**src/rtl/cfgl_pkg.sv**
```systemverilog
package cfgl_pkg;

    localparam int MEM_DEPTH = 16;
    localparam int MEM_AW    = $clog2(MEM_DEPTH);
    localparam int NUM_LOC   = 7;
    localparam int LOC_W     = $clog2(NUM_LOC);
    localparam int ADDR_W    = 6;

    localparam logic [LOC_W-1:0] LAST_LOC    = LOC_W'(NUM_LOC - 1);
    localparam logic [2:0]       FIELD_BAD   = 3'd7;
    localparam logic [MEM_AW-1:0] COPY_A_LOC = '0;
    localparam logic [MEM_AW-1:0] COPY_B_LOC = MEM_AW'(1);

    typedef enum logic [2:0] {
        ST_IDLE,
        ST_LOAD,
        ST_CHECK,
        ST_READY,
        ST_WRITE
    } seq_state_t;

    typedef struct packed {
        logic [ADDR_W-1:0] addr;
        logic [3:0]        eid1;
        logic [4:0]        iocfg;
        logic [4:0]        id;
        logic [4:0]        eid2;
        logic [4:0]        ctrl;
    } cfg_view_t;

    function automatic logic copies_agree(input logic [7:0] a,
                                          input logic [7:0] b,
                                          input logic       ext);
        if (ext) return a[5:0] == b[5:0];
        return a[4:0] == b[4:0];
    endfunction

    function automatic logic [ADDR_W-1:0] visible_addr(input logic [7:0] a,
                                                       input logic       ext);
        if (ext) return a[5:0];
        return {1'b0, a[4:0]};
    endfunction

    function automatic logic field_is_pair(input logic [2:0] f);
        return f <= 3'd1;
    endfunction

endpackage

```
**src/rtl/cfgl_tick_timer.sv**
```systemverilog
module cfgl_tick_timer #(
    parameter int CNT_W = 8
) (
    input  logic             clk,
    input  logic             rst,
    input  logic             en_i,
    input  logic [CNT_W-1:0] limit_i,
    output logic             last_o
);

    logic [CNT_W-1:0] cnt_q;

    assign last_o = en_i && (cnt_q == limit_i - CNT_W'(1));

    always_ff @(posedge clk) begin
        if (rst) begin
            cnt_q <= '0;
        end else if (en_i) begin
            cnt_q <= last_o ? '0 : cnt_q + CNT_W'(1);
        end
    end

endmodule

```
**src/rtl/cfgl_sequencer.sv**
```systemverilog
module cfgl_sequencer
    import cfgl_pkg::*;
#(
    parameter int RD_CYC = 4,
    parameter int WR_CYC = 16
) (
    input  logic              clk,
    input  logic              rst,
    input  logic              start_i,
    input  logic              wr_req_i,
    input  logic [2:0]        wr_field_i,
    output logic [MEM_AW-1:0] mem_addr_o,
    output logic              mem_rd_o,
    output logic              mem_we_o,
    output logic              capture_o,
    output logic [LOC_W-1:0]  cap_idx_o,
    output logic              check_o,
    output logic              accept_o,
    output logic              busy_o,
    output logic              err_o
);

    localparam int LONGEST = (RD_CYC > WR_CYC) ? RD_CYC : WR_CYC;
    localparam int CNT_W   = $clog2(LONGEST + 1);

    seq_state_t        state_q;
    logic [LOC_W-1:0]  idx_q;
    logic [MEM_AW-1:0] wloc_q;
    logic              pair_q;
    logic              err_q;
    logic              tmr_en;
    logic              tmr_last;
    logic [CNT_W-1:0]  tmr_lim;
    logic              req_ok;

    cfgl_tick_timer #(.CNT_W(CNT_W)) u_timer (
        .clk     (clk),
        .rst     (rst),
        .en_i    (tmr_en),
        .limit_i (tmr_lim),
        .last_o  (tmr_last)
    );

    always_comb begin
        mem_rd_o   = (state_q == ST_LOAD);
        mem_we_o   = (state_q == ST_WRITE);
        tmr_en     = mem_rd_o || mem_we_o;
        tmr_lim    = mem_rd_o ? CNT_W'(RD_CYC) : CNT_W'(WR_CYC);
        if (mem_rd_o)      mem_addr_o = MEM_AW'(idx_q);
        else if (mem_we_o) mem_addr_o = wloc_q;
        else               mem_addr_o = '0;
        req_ok     = (state_q == ST_READY) && (wr_field_i != FIELD_BAD);
        capture_o  = mem_rd_o && tmr_last;
        cap_idx_o  = idx_q;
        check_o    = (state_q == ST_CHECK);
        accept_o   = wr_req_i && req_ok;
        busy_o     = mem_we_o;
        err_o      = err_q;
    end

    always_ff @(posedge clk) begin
        if (rst) begin
            state_q <= ST_IDLE;
            idx_q   <= '0;
            wloc_q  <= '0;
            pair_q  <= 1'b0;
            err_q   <= 1'b0;
        end else begin
            err_q <= wr_req_i && !req_ok;
            unique case (state_q)
                ST_IDLE: begin
                    if (start_i) begin
                        state_q <= ST_LOAD;
                        idx_q   <= '0;
                    end
                end
                ST_LOAD: begin
                    if (tmr_last) begin
                        if (idx_q == LAST_LOC) state_q <= ST_CHECK;
                        else                   idx_q   <= idx_q + LOC_W'(1);
                    end
                end
                ST_CHECK: begin
                    state_q <= ST_READY;
                end
                ST_READY: begin
                    if (accept_o) begin
                        state_q <= ST_WRITE;
                        pair_q  <= field_is_pair(wr_field_i);
                        wloc_q  <= field_is_pair(wr_field_i) ? COPY_A_LOC
                                                             : MEM_AW'(wr_field_i);
                    end
                end
                ST_WRITE: begin
                    if (tmr_last) begin
                        if (pair_q && wloc_q == COPY_A_LOC) wloc_q  <= COPY_B_LOC;
                        else                                state_q <= ST_READY;
                    end
                end
                default: state_q <= ST_IDLE;
            endcase
        end
    end

endmodule

```
**src/rtl/cfgl_shadow_bank.sv**
```systemverilog
module cfgl_shadow_bank
    import cfgl_pkg::*;
(
    input  logic              clk,
    input  logic              rst,
    input  logic              capture_i,
    input  logic [LOC_W-1:0]  cap_idx_i,
    input  logic [7:0]        cap_data_i,
    input  logic              check_i,
    input  logic              ext_i,
    input  logic              accept_i,
    input  logic [2:0]        wr_field_i,
    input  logic [7:0]        wr_data_i,
    input  logic [MEM_AW-1:0] rd_sel_i,
    output logic [7:0]        rd_data_o,
    output logic              done_o,
    output logic              mismatch_o,
    output cfg_view_t         view_o
);

    logic [7:0] sh_q [NUM_LOC];
    logic       mode_q;
    logic       mism_q;
    logic       done_q;

    for (genvar g = 0; g < NUM_LOC; g++) begin : g_shadow
        logic hit_cap;
        logic hit_wr;
        assign hit_cap = capture_i && (cap_idx_i == LOC_W'(g));
        if (g < 2) begin : g_pair
            assign hit_wr = accept_i && field_is_pair(wr_field_i);
        end else begin : g_single
            assign hit_wr = accept_i && (wr_field_i == 3'(g));
        end
        always_ff @(posedge clk) begin
            if (rst)          sh_q[g] <= '0;
            else if (hit_cap) sh_q[g] <= cap_data_i;
            else if (hit_wr)  sh_q[g] <= wr_data_i;
        end
    end

    always_ff @(posedge clk) begin
        if (rst) begin
            mode_q <= 1'b0;
            mism_q <= 1'b0;
            done_q <= 1'b0;
        end else if (check_i) begin
            mode_q <= ext_i;
            mism_q <= !copies_agree(sh_q[0], sh_q[1], ext_i);
            done_q <= 1'b1;
        end else if (accept_i && field_is_pair(wr_field_i)) begin
            mism_q <= 1'b0;
        end
    end

    always_comb begin
        rd_data_o = '0;
        if (rd_sel_i < MEM_AW'(NUM_LOC)) rd_data_o = sh_q[rd_sel_i[LOC_W-1:0]];
    end

    always_comb begin
        view_o = '0;
        if (done_q) begin
            view_o.addr  = mism_q ? '0 : visible_addr(sh_q[0], mode_q);
            view_o.eid1  = sh_q[2][3:0];
            view_o.iocfg = sh_q[3][4:0];
            view_o.id    = sh_q[4][4:0];
            view_o.eid2  = sh_q[5][4:0];
            view_o.ctrl  = sh_q[6][4:0];
        end
    end

    assign done_o     = done_q;
    assign mismatch_o = done_q && mism_q;

endmodule

```
**src/rtl/cfg_shadow_loader.sv**
```systemverilog
module cfg_shadow_loader
    import cfgl_pkg::*;
#(
    parameter int RD_CYC = 4,
    parameter int WR_CYC = 16
) (
    input  logic              clk,
    input  logic              rst,
    input  logic              start_i,
    input  logic              ext_mode_i,
    input  logic              wr_req_i,
    input  logic [2:0]        wr_field_i,
    input  logic [7:0]        wr_data_i,
    output logic [MEM_AW-1:0] mem_addr_o,
    output logic              mem_rd_o,
    output logic              mem_we_o,
    output logic [7:0]        mem_wdata_o,
    input  logic [7:0]        mem_rdata_i,
    output logic              load_done_o,
    output logic              wr_busy_o,
    output logic              wr_err_o,
    output logic              abnormal_o,
    output logic [ADDR_W-1:0] addr_o,
    output logic [3:0]        eid1_o,
    output logic [4:0]        iocfg_o,
    output logic [4:0]        id_o,
    output logic [4:0]        eid2_o,
    output logic [4:0]        ctrl_o
);

    logic             capture;
    logic [LOC_W-1:0] cap_idx;
    logic             check;
    logic             accept;
    cfg_view_t        view;

    cfgl_sequencer #(.RD_CYC(RD_CYC), .WR_CYC(WR_CYC)) u_seq (
        .clk        (clk),
        .rst        (rst),
        .start_i    (start_i),
        .wr_req_i   (wr_req_i),
        .wr_field_i (wr_field_i),
        .mem_addr_o (mem_addr_o),
        .mem_rd_o   (mem_rd_o),
        .mem_we_o   (mem_we_o),
        .capture_o  (capture),
        .cap_idx_o  (cap_idx),
        .check_o    (check),
        .accept_o   (accept),
        .busy_o     (wr_busy_o),
        .err_o      (wr_err_o)
    );

    cfgl_shadow_bank u_bank (
        .clk        (clk),
        .rst        (rst),
        .capture_i  (capture),
        .cap_idx_i  (cap_idx),
        .cap_data_i (mem_rdata_i),
        .check_i    (check),
        .ext_i      (ext_mode_i),
        .accept_i   (accept),
        .wr_field_i (wr_field_i),
        .wr_data_i  (wr_data_i),
        .rd_sel_i   (mem_addr_o),
        .rd_data_o  (mem_wdata_o),
        .done_o     (load_done_o),
        .mismatch_o (abnormal_o),
        .view_o     (view)
    );

    assign addr_o  = view.addr;
    assign eid1_o  = view.eid1;
    assign iocfg_o = view.iocfg;
    assign id_o    = view.id;
    assign eid2_o  = view.eid2;
    assign ctrl_o  = view.ctrl;

endmodule

```
**config.mk**
```make
export PLATFORM = sky130hd
export DESIGN_NAME = cfg_shadow_loader
export DESIGN_NICKNAME = d
export VERILOG_FILES = /design/src/rtl/cfgl_pkg.sv /design/src/rtl/cfgl_tick_timer.sv /design/src/rtl/cfgl_sequencer.sv /design/src/rtl/cfgl_shadow_bank.sv /design/src/rtl/cfg_shadow_loader.sv
export SDC_FILE = /design/constraint.sdc
export NUM_CORES = 1
export LEC_CHECK = 0
export BUFFER_PORTS_ARGS = -buffer_cell sky130_fd_sc_hd__buf_4
export CORE_MARGIN = 1.5
export CORE_UTILIZATION = 40
export DETAILED_ROUTE_END_ITERATION = 8
export PLACE_DENSITY_LB_ADDON = 0.25
export SYNTH_ARGS = -nofsm -noshare
export SYNTH_HDL_FRONTEND = slang
export SYNTH_SLANG_ARGS = --single-unit
```
**constraint.sdc**
```tcl
create_clock -name clk -period 2.95 [get_ports clk]
set_clock_uncertainty 0.15 [all_clocks]
set_input_delay 0.59 -clock clk [delete_from_list [all_inputs] [get_ports clk]]
set_output_delay 0.59 -clock clk [all_outputs]
set_load 0.05 [all_outputs]
```
### Yosys cells after proc, flatten, opt, wreduce, memory -nomap -nowiden

Memories as Yosys holds them, arrays and structs flattened.
Cells that the tools add are included.

| storage, ports and cells | value |
|---|---|
| bits of input ports | 24 |
| bits in writable memories | 56 |
| memories kept | 1 |
| memory bits (read-only) | 0 |
| output and inout bits | 48 |
| word-level logic and storage cells | 189 |
| latch bits | 0 |
| flip-flop bits (word level) | 20 |

| cells by class | value |
|---|---|
| $lt $le $gt $ge | 2 |
| bitwise gates (word level) | 14 |
| add/subtract/negate cells | 3 |
| multiplexer cells | 100 |
| multipliers | 0 |
| equal/unequal tests | 27 |
| divide/modulo/power cells | 0 |
| reduce and logical (&&, ||, !) cells | 33 |
| shifts and indexed selects | 0 |

Memory list:

| name | depth | bits a word | rd ports | clocked after memory_dff | write ports | RTL line | source |
|---|---|---|---|---|---|---|---|
| u_bank.sh_q | 7 | 8 | 8 | 0 | 7 | cfgl_shadow_bank.sv:21 | `logic [7:0] sh_q [NUM_LOC];` |

Operators with widths:

| operator | count |
|---|---|
| 8-bit two-way mux | 15 |
| 1-bit two-way mux | 61 |
| 3-bit two-way mux | 10 |
| 30-bit two-way mux | 1 |
| 3-bit == test (second input constant) | 7 |
| 1-bit logical AND | 20 |
| 4-bit two-way mux | 5 |
| 3-bit by 2-bit == test with 1-bit output (second input constant) | 6 |
| 6-bit two-way mux | 3 |
| 3-bit one-hot mux with 5 select lines | 1 |
| 1-bit OR | 14 |
| 5-bit == test | 2 |
| 5-bit two-way mux | 2 |
| 2-bit by 1-bit inequality test with 1-bit output (second input constant) | 5 |
| 4-bit one-hot mux with 2 select lines | 1 |
| 4-bit AND reduction | 2 |
| 3-bit by 1-bit == test with 1-bit output (second input constant) | 2 |
| 6-bit == test | 1 |
| 3-bit zero test | 2 |
| 2-bit inequality test (second input constant) | 3 |
| 3-bit one-hot mux with 2 select lines | 1 |
| 6-bit AND reduction | 1 |
| 2-bit nonzero test | 3 |
| 5-bit by 1-bit adder with 5-bit output (second input constant) | 1 |
| 9 further kinds | 10 |

### Longest topological paths before layout

Gate-level depths: netlist of run 1.

| depth | value |
|---|---|
| depth in word-level cells | 12 |
| depth in mapped cells | 9 |
| depth with buffers taken out | 6 |

### Modules after synthesis

From an unflattened synthesis of run 1, not the netlist that was laid out.

| unflattened totals | value |
|---|---|
| cell total of the unflattened synthesis | 432 |
| area total of the unflattened synthesis | 4583.1 µm² |

By module, submodules not included:

| module | seq. area each (µm²) | times used | area each (µm²) | cells an instance |
|---|---|---|---|---|
| cfgl_shadow_bank | 1741.7 | 1 | 3528.4 | 306 |
| cfgl_sequencer | 220.2 | 1 | 709.4 | 90 |
| cfgl_tick_timer | 100.1 | 1 | 345.3 | 36 |

### Least setup slack after synthesis of run 1

OpenSTA, ideal clock, no wires.

| timing path | value |
|---|---|
| path kind | reg-to-output |
| start | register u_seq.state_q[2] |
| end | output port mem_wdata_o[0] |
| data required time | 2.210 ns |
| arrival time | 2.870 ns |
| cell stages (with the launch flop) | 8 |
| setup slack | -0.660 ns |
| path buffers | 2 |
| cells stage by stage | dfxtp_1 buf_2 buf_2 nand3b_1 a21o_1 inv_1 nor2_1 a221oi_1 |

| on the way | value |
|---|---|
| longest elaborated chain between the ends | 5 |
| elaborated cells on any way between the ends | 7 |
| classes of those cells | 1 x order compare; 2 x eq/ne; 3 x mux; 1 x memory |

Ends and longest elaborated chain:

| item | RTL line | source |
|---|---|---|
| from (decl) | cfgl_sequencer.sv:26 | `seq_state_t state_q;` |
| from (signal assigned) | cfgl_sequencer.sv:63 | `state_q <= ST_IDLE;` |
| from (signal assigned) | cfgl_sequencer.sv:73 | `state_q <= ST_LOAD;` |
| from (signal assigned) | cfgl_sequencer.sv:79 | `if (idx_q == LAST_LOC) state_q <= ST_CHECK;` |
| 3-bit == test | cfgl_sequencer.sv:46 | `mem_we_o = (state_q == ST_WRITE);` |
| 4-bit two-way mux | cfgl_sequencer.sv:50 | `else if (mem_we_o) mem_addr_o = wloc_q;` |
| 4-bit two-way mux * | cfgl_sequencer.sv:49 | `if (mem_rd_o) mem_addr_o = MEM_AW'(idx_q);` |
| named net mem_addr_o[2] | cfg_shadow_loader.sv:14 | `output logic [MEM_AW-1:0] mem_addr_o,` |
| 4-bit by 3-bit < comparator with 1-bit output / memory read 7 x 8 bit (equally long branches) | n/a |  |
| 8-bit two-way mux * | cfgl_shadow_bank.sv:58 | `if (rd_sel_i < MEM_AW'(NUM_LOC)) rd_data_o = sh_q[rd_sel_i[LOC_W-1:0]];` |
| to (decl) | cfg_shadow_loader.sv:17 | `output logic [7:0] mem_wdata_o,` |

The timed path passes the listed nets; every way through them passes the cells marked *.

### Worst setup path in the final report of run 1

| timing path | value |
|---|---|
| start | register u_seq.state_q[2] |
| end | output port mem_wdata_o[5] |

| on the way | value |
|---|---|
| longest elaborated chain between the ends | 5 |
| elaborated cells on any way between the ends | 7 |
| classes of those cells | 1 x order compare; 2 x eq/ne; 3 x mux; 1 x memory |

Ends and longest elaborated chain:

| item | RTL line |
|---|---|
| 3-bit == test | cfgl_sequencer.sv:46 |
| 4-bit two-way mux | cfgl_sequencer.sv:50 |
| 4-bit two-way mux * | cfgl_sequencer.sv:49 |
| 4-bit by 3-bit < comparator with 1-bit output / memory read 7 x 8 bit (equally long branches) | n/a |
| 8-bit two-way mux * | cfgl_shadow_bank.sv:58 |

Every way passes the cells marked *; elsewhere a longest branch is shown, timed or not.

==> metrics.md, run 1 <==
| Metric | Value |
|---|---|
| Worst r2r src | `u_seq.state_q[1]` |
| CTS Hold Bufs | `0` |
| Placed Area | `5333 sq um` |
| Met3 global-route usage | `2.809%` |
| Non-Filler Instances | `646` |
| Syn avg cell area | `10.83 sq um` |
| Crit-path max cell delay | `500 ps` |
| Worst-margin pin slew | `between 900 and 1000 ps` |
| Crit path DAT | `between 2000 and 2500 ps` |
| First-pass GRT wire length | `about 19000 um` |
| R2r endpoint | `u_bank.sh_q[1][1]` |
| Routed WL per cell | `19.14 um` |
| Hold path depth | `2` |
| Final setup viols | `7` |
| Placed insts | `620` |
| Layout cells sized above 1 | `34.98%` |
| Max_cap viols | `0` |
| Via count | `3683` |
| Diode count | `0` |
| Initial DRC count | `218` |
| Final worst path period share | `102.6%` |
| Crit-path cells | `nand3b_1, a21oi_4, buf_12, buf_8, buf_6, mux4_2, nand2_2, o21ai_2, buf_6` |
| End of the worst hold path | `u_seq.u_timer.cnt_q[1]` |
| Grt met1 use | `28.77%` |
| Synthesized area | `4462 sq um` |
| Clock Path Buffers | `2` |
| Area grow syn2layout | `30.45%` |
| Gr busiest metal | `met2` |
| Antenna violations before repair | `0` |
| Gr usage total | `about a fifth` |
| Post-route setup slack | `-77.64 ps` |
| Cell count after synthesis | `~410` |
| DIE HEIGHT | `approximately 110 um` |
| Failing checks | `negative setup slack` |
| FF-to-FF path depth | `5` |
| Leak | `about 2.2 nW` |
| Clk slew on worst S/H paths | `70 ps` |
| Status | `finished with violations` |
| Port bufs | `70` |
| Clock H-tree levels | `3` |
| Worst hold path class | `reg2reg` |
| Primary FF master, synth | `edfxtp_1` |
| Async SR Flop Fraction | `0%` |
| Grt total ovfl | `0` |
| Row count | `38` |
| Dpl hpwl | `8979 um` |
| Most used cell, CP | `buf_6` |
| FF+latch count, synth | `75` |
| Critical path's slowest cell | `mux4_2` |
| Post-DRT Antenna Nets | `0` |
| Remaining design rule violation count | `0` |
| Avg Vias per Cell | `5.701` |
| Gpl congestion | `approximately 0.87` |
| Initial Utilization | `41.16%` |
| Slew HR | `35.18%` |
| Type of the worst setup path | `reg2out` |
| Core Footprint | `between 10000 and 15000 sq um` |
| Fill cells | `949` |
| CP Capture Type | `output pin` |
| Netlist cell types | `58` |
| Root Driver | `clkbuf_8` |
| DRT Pass-1 Iters | `4` |
| Flop-to-flop setup slack | `420 ps` |
| VDD IR max | `0.2110 mV` |
| Most common cell after layout, fill and taps aside | `buf_4` |
| CTS buffer count | `9` |
| Post-route cell area | `5821 sq um` |
| RSZ-0062 raised after global routing | `yes` |
| Final Max Tran Viols | `0` |
| Clk sinks | `75` |
| Chip width | `108.6 um` |
| Final Hold Viols | `0` |
| Die Area | `11800 sq um` |
| Sequential-to-total area share from yosys stat | `46.21%` |
| IO Pins | `72` |
| CP required | `roughly 2200 ps` |
| Synth Net Count | `442` |
| Post-synth EDFFs | `56` |
| YS warnings | `0` |
| M2 GR Usage | `33.78%` |
| Most frequent cells in the layout | `buf_4 (87), edfxtp_1 (56), nor2_1 (50), and2_1 (30), a22o_1 (25)` |
| Clk_lat worst skew | `350 ps` |
| Routed WL | `12370 um` |
| Largest net degree at the start of global routing | `34` |
| CTS tree | `built` |
| Worst Hold Launch | `u_seq.u_timer.cnt_q[1]` |
| Fin crit period | `3028 ps` |
| F_max | `0.3303 GHz` |
| Nets | `531` |
| Power density of the placed cells | `about 430 nW/um^2` |
| Overall Power | `0.002488 W` |
| Vias in the first global route | `3503` |
| Largest fanout on the critical path | `7` |
| CP Launch Type | `flip-flop` |
-- state kept, by name, summed over array words and instances (netlist names) --
signal	count
u_bank.mode_q	1
u_seq.wloc_q	3
u_bank.done_o	1
u_bank.sh_q	56
u_bank.mism_q	1
u_seq.cap_idx_o	3
u_seq.pair_q	1
u_seq.u_timer.cnt_q	5
u_seq.state_q	3
u_seq.err_o	1
-- worst max path at each step --
stage / end / slack (ps) / from
6_report: mem_wdata_o[5] / -80 / u_seq.state_q[2]
5_1_grt: mem_wdata_o[1] / -120 / u_seq.state_q[2]
4_1_cts: mem_wdata_o[1] / -40 / u_seq.state_q[2]
3_5_place_dp: mem_wdata_o[1] / 30 / u_seq.state_q[2]
3_3_place_gp: mem_wdata_o[6] / 110 / u_seq.state_q[2]
2_1_floorplan: mem_wdata_o[5] / 100 / u_seq.state_q[0]
-- per-layer routing --
metal | part of all wire (%) | vias to the layer above
met5 | 0 | -
li1 | - | 1738
met2 | 46 | 171
met4 | 2.9 | 0
met1 | 44 | 1749
met3 | 7.0 | 25
-- area by class of cell --
type | instances | area (sq um) | area share [%]
clock buffer | 11 | 131.4 | 2.257
clock inverter | 5 | 30.03 | 0.5159
tap | 140 | 175.2 | 3.009
sequential | 75 | 2069 | 35.55
inverter | 8 | 33.78 | 0.5804
timing repair buffer | 107 | 925.9 | 15.91
multi-input combinational | 300 | 2455 | 42.18
-- power by group --
part           leakage [nW]  internal, W  switching [W]
registers             0.734      0.00118      0.0000399
logic                  1.42     0.000213       0.000366
clock network        0.0791     0.000302       0.000386
total                  2.23      0.00170       0.000792
-- cells in the mapped netlist (2+ instances only) --
master | n | area share, %
buf_4 | 4 | 0.67
nand2_1 | 14 | 1.2
a21o_1 | 2 | 0.34
a22oi_1 | 24 | 4.0
edfxtp_1 | 56 | 38
mux2i_1 | 18 | 4.0
o31ai_1 | 4 | 0.67
nor3_1 | 4 | 0.45
a21oi_1 | 12 | 1.3
xor2_1 | 6 | 1.2
dfxtp_1 | 19 | 8.5
nand3b_1 | 8 | 1.3
or3b_2 | 2 | 0.39
and4_1 | 3 | 0.59
nor2_1 | 53 | 4.5
xnor2_1 | 5 | 0.98
buf_6 | 3 | 0.76
a211o_1 | 5 | 0.98
nand4_1 | 2 | 0.28
nor3b_1 | 2 | 0.34
inv_1 | 8 | 0.67
a221oi_1 | 14 | 2.7
and3_1 | 3 | 0.42
mux2_2 | 7 | 1.8
nand2b_1 | 3 | 0.42
o21ai_0 | 3 | 0.34
clkbuf_1 | 13 | 1.1
a2111oi_0 | 2 | 0.39
ha_1 | 6 | 1.7
nor2b_1 | 3 | 0.42
o2bb2ai_1 | 8 | 1.6
and2_1 | 30 | 4.2
nand3_1 | 4 | 0.45
a31oi_1 | 2 | 0.28
or3_1 | 4 | 0.56
a22o_1 | 25 | 4.9
buf_2 | 7 | 0.79
buf_8 | 2 | 0.67
nor4b_4 | 3 | 1.6
-- logic make-up after synthesis --
logic type | synth area share [%]
AOI/OAI and AO/OA | 18.51
xor gates and xnor gates | 2.159
adders and majority gates | 1.683
buffers and inverters | 4.655
DFF | 46.21
muxes | 6.310
other | 0.08405
and+or+nand+nor | 20.39
-- stage by stage --
step	setup slack [ps]	hold slack [ps]	setup TNS (ps)	util, %
floorplan	99.19	294.3	0	-
global route	-115.4	347.8	-647.6	53.69
detailed placement	33.80	317.0	0	49.19
CTS	-38.86	332.6	-120.8	52.46
finish	-77.64	333.7	-309.8	53.69
global placement	107.9	315.6	0	49.19
-- critical path: cells and delay by family (launching register included) --
kind	cells	cell delay, ps
mux	1	500
buf+inv	4	540
flops	1	370
simple gates	2	270
compound gates	2	260
-- repair_timing --
item / 4_1_cts / 5_1_grt
setup endpoints to repair: 8 / 8
buffers inserted: 6 / 10
pin swaps: 2 / 11
resized for setup: 29 / 24
gates cloned: 0 / 0
Power figures use the tool's default switching activity.
==> inputs of run 2 (changes only) <==
MAX_ROUTING_LAYER = met4   (was default)
==> metrics.md, run 2 (synthesis gave the netlist of run 1 again) <==
| Metric | Value |
|---|---|
| Clk slew on worst S/H paths | `80 ps (was 70 ps)` |
| Max reg flops | `56 (unchanged)` |
| DRT Pass-1 Iters | `4 (unchanged)` |
| Slew HR | `36.07% (was 35.18%)` |
| Initial DRC count | `225 (was 218)` |
| Chip width | `108.6 um (unchanged)` |
| Nets | `531 (unchanged)` |
| Worst Hold Launch | `u_seq.u_timer.cnt_q[1] (unchanged)` |
| CTS Hold Bufs | `0 (unchanged)` |
| Final core utilization | `53.69% (unchanged)` |
| F_max | `0.3306 GHz (was 0.3303 GHz)` |
| Diode count | `0 (unchanged)` |
| Max_cap viols | `0 (unchanged)` |
| Die Area | `11800 sq um (unchanged)` |
| FF-to-FF path depth | `6 (was 5)` |
| DIE HEIGHT | `108.6 um (unchanged)` |
| Layout cells sized above 1 | `34.98% (unchanged)` |
| Psw | `0.0007981 W (was 0.0007924 W)` |
| Internal Power | `0.001696 W (about the same)` |
| Final Hold Viols | `0 (unchanged)` |
| Most frequent cells in the layout | `buf_4 (87), edfxtp_1 (56), nor2_1 (50), and2_1 (30), a22o_1 (25) (unchanged)` |
| Final hold slack | `335.3 ps (was 333.7 ps)` |
| Post-route setup slack | `-75.21 ps (was -77.64 ps)` |
| CTS buffer count | `9 (unchanged)` |
| First-pass GRT wire length | `18790 um (unchanged)` |
| Routed WL | `12340 um (was 12370 um)` |
| Status | `finished with violations (unchanged)` |
| Switching Fraction | `32.00% (was 31.85%)` |
| Initial Utilization | `41.16% (unchanged)` |
| Worst-margin pin slew | `955.4 ps (was 968.7 ps)` |
| Dpl hpwl | `8979 um (unchanged)` |
| Post-DRT Antenna Nets | `0 (unchanged)` |
| Clock share of power | `27.8% (was 27.6%)` |
| Largest net degree at the start of global routing | `34 (unchanged)` |
| Area grow syn2layout | `30.45% (unchanged)` |
| CP Launch Type | `flip-flop (unchanged)` |
| End of the worst hold path | `u_seq.u_timer.cnt_q[1] (unchanged)` |
| Critical path's slowest cell | `mux4_2 (unchanged)` |
| Failing checks | `negative setup slack (unchanged)` |
| Row count | `38 (unchanged)` |
| Crit-path max cell delay | `500 ps (about the same)` |
| IO Pins | `72 (unchanged)` |
| Overall Power | `0.002494 W (was 0.002488 W)` |
| Top flop regs | `u_bank.sh_q: 56 flops, u_seq.u_timer.cnt_q: 5 flops (unchanged)` |
| Gpl congestion | `0.8887 (was 0.8744)` |
| Worst slack, placed | `33.80 ps (unchanged)` |
| RSZ-0062 raised after global routing | `yes (unchanged)` |
| Crit path DAT | `2290 ps (about the same)` |
| Type of the worst setup path | `reg2out (unchanged)` |
| Buf+Inv Stages, Crit Path | `4 (unchanged)` |
| Worst r2r src | `u_seq.state_q[0] (was u_seq.state_q[1])` |
| Combinational power share | `23.2% (was 23.3%)` |
| Leak | `2.233 nW (unchanged)` |
| Fin crit period | `3025 ps (was 3028 ps)` |
| Remaining design rule violation count | `0 (unchanged)` |
| Hold path depth | `2 (unchanged)` |
| Root Driver | `clkbuf_8 (unchanged)` |
| Via count | `3640 (was 3683)` |
| Clk sinks | `75 (unchanged)` |
| Flop-to-flop setup slack | `420 ps (about the same)` |
| Largest fanout on the critical path | `7 (unchanged)` |
| Fill cells | `949 (unchanged)` |
| Avg Vias per Cell | `5.635 (was 5.701)` |
| Final Max Tran Viols | `0 (unchanged)` |
| CP required | `2210 ps (about the same)` |
| Routed WL per cell | `19.11 um (was 19.14 um)` |
| Most common cell after layout, fill and taps aside | `buf_4 (unchanged)` |
| CP Capture Type | `output pin (unchanged)` |
| Power density of the placed cells | `428.5 nW/um^2 (was 427.5 nW/um^2)` |
| Share of power burned in registers | `49.0% (was 49.1%)` |
| Worst hold path class | `reg2reg (unchanged)` |
| Final setup viols | `6 (was 7)` |
| Clk_lat worst skew | `350 ps (about the same)` |
| Most used cell, CP | `buf_6 (unchanged)` |
| Gr usage total | `21.84% (was 21.21%)` |
| Port bufs | `70 (unchanged)` |
| Top reg by flops | `u_bank.sh_q (unchanged)` |
| Area of the multi-input gates | `2455 sq um (unchanged)` |
| R2r endpoint | `u_bank.sh_q[6][6] (was u_bank.sh_q[1][1])` |
| CP top delay family | `buffers and inverters (unchanged)` |
| CTS tree | `built (unchanged)` |
| Core Footprint | `10840 sq um (unchanged)` |
| Clock Path Buffers | `2 (unchanged)` |
| Clock H-tree levels | `3 (unchanged)` |
| Crit-path cells | `nand3b_1, a21oi_4, buf_12, buf_8, buf_6, mux4_2, nand2_2, o21ai_2, buf_6 (unchanged)` |
| Antenna violations before repair | `0 (unchanged)` |
| Sequential cell area | `2069 sq um (unchanged)` |
| Final worst path period share | `102.5% (was 102.6%)` |
| VDD IR max | `0.2111 mV (was 0.2110 mV)` |
| Vias in the first global route | `3512 (was 3503)` |
| Grt total ovfl | `0 (unchanged)` |
-- run 2: cell counts in the layout (fill, tap and decap cells not counted) --
No cell type changed its count.
-- run 2: worst max-delay path by stage --
| stage | from | to | slack (ps) | cells past startpoint |
|---|---|---|---|---|
| floorplan | u_seq.state_q[0] | mem_wdata_o[5] | 100 | 7 |
| global placement | u_seq.state_q[2] | mem_wdata_o[6] | 110 | 8 |
| detailed placement | u_seq.state_q[2] | mem_wdata_o[1] | 30 | 7 |
| CTS | u_seq.state_q[2] | mem_wdata_o[1] | -40 | 9 |
| global route | u_seq.state_q[2] | mem_wdata_o[1] | -110 | 10 |
| finish | u_seq.state_q[2] | mem_wdata_o[5] | -80 | 9 |
-- run 2: timing repair --
item                       4_1_cts  5_1_grt
setup buffers                    6       10
setup endpoints to repair        8        8
pin swaps                        2       11
gates resized for setup         29       24
-- run 2: routing by layer --
layer	global-route usage [%]	wire length [um]	vias up
li1	-	-	1738
met1	28.73	5342	1732
met2	33.92	5783	142
met3	2.690	871	28
met4	9.680	346	0
met5	-	0	-
-- run 2: cell type report --
class	instances	area share, %
Multi-Input combinational cell	300	42.18
Sequential cell	75	35.55
Timing Repair Buffer	107	15.91
Tap cell	140	3.009
Clock buffer	11	2.257
Inverter	8	0.5804
Clock inverter	5	0.5159
-- run 2: through the flow --
step	cell area (sq um)	TNS (ps)	cells
finish	5821	-285.3	646
global route	5821	-640.7	646
CTS	5687	-120.8	642
detailed placement	5333	0	620
global placement	5333	0	620
floorplan	4607	0	412
-- run 2: power groups by stage --
| stage | combinational (W) | sequential [W] | clock [W] |
|---|---|---|---|
| after floorplan | 0.000382 | 0.00123 | 0 |
| after global placement | 0.000544 | 0.00124 | 0 |
| after detailed placement | 0.000549 | 0.00124 | 0 |
| after CTS | 0.000574 | 0.00122 | 0.000698 |
| after global routing | 0.000625 | 0.00123 | 0.000740 |
| final | 0.000580 | 0.00122 | 0.000693 |
-- run 2: worst register-to-register path, delay by kind of cell, from the launching register on --
kind	cells	cell delay (ps)
buffers and inverters	2	280
flip-flops	1	360
AND/OR/NAND/NOR	4	1410
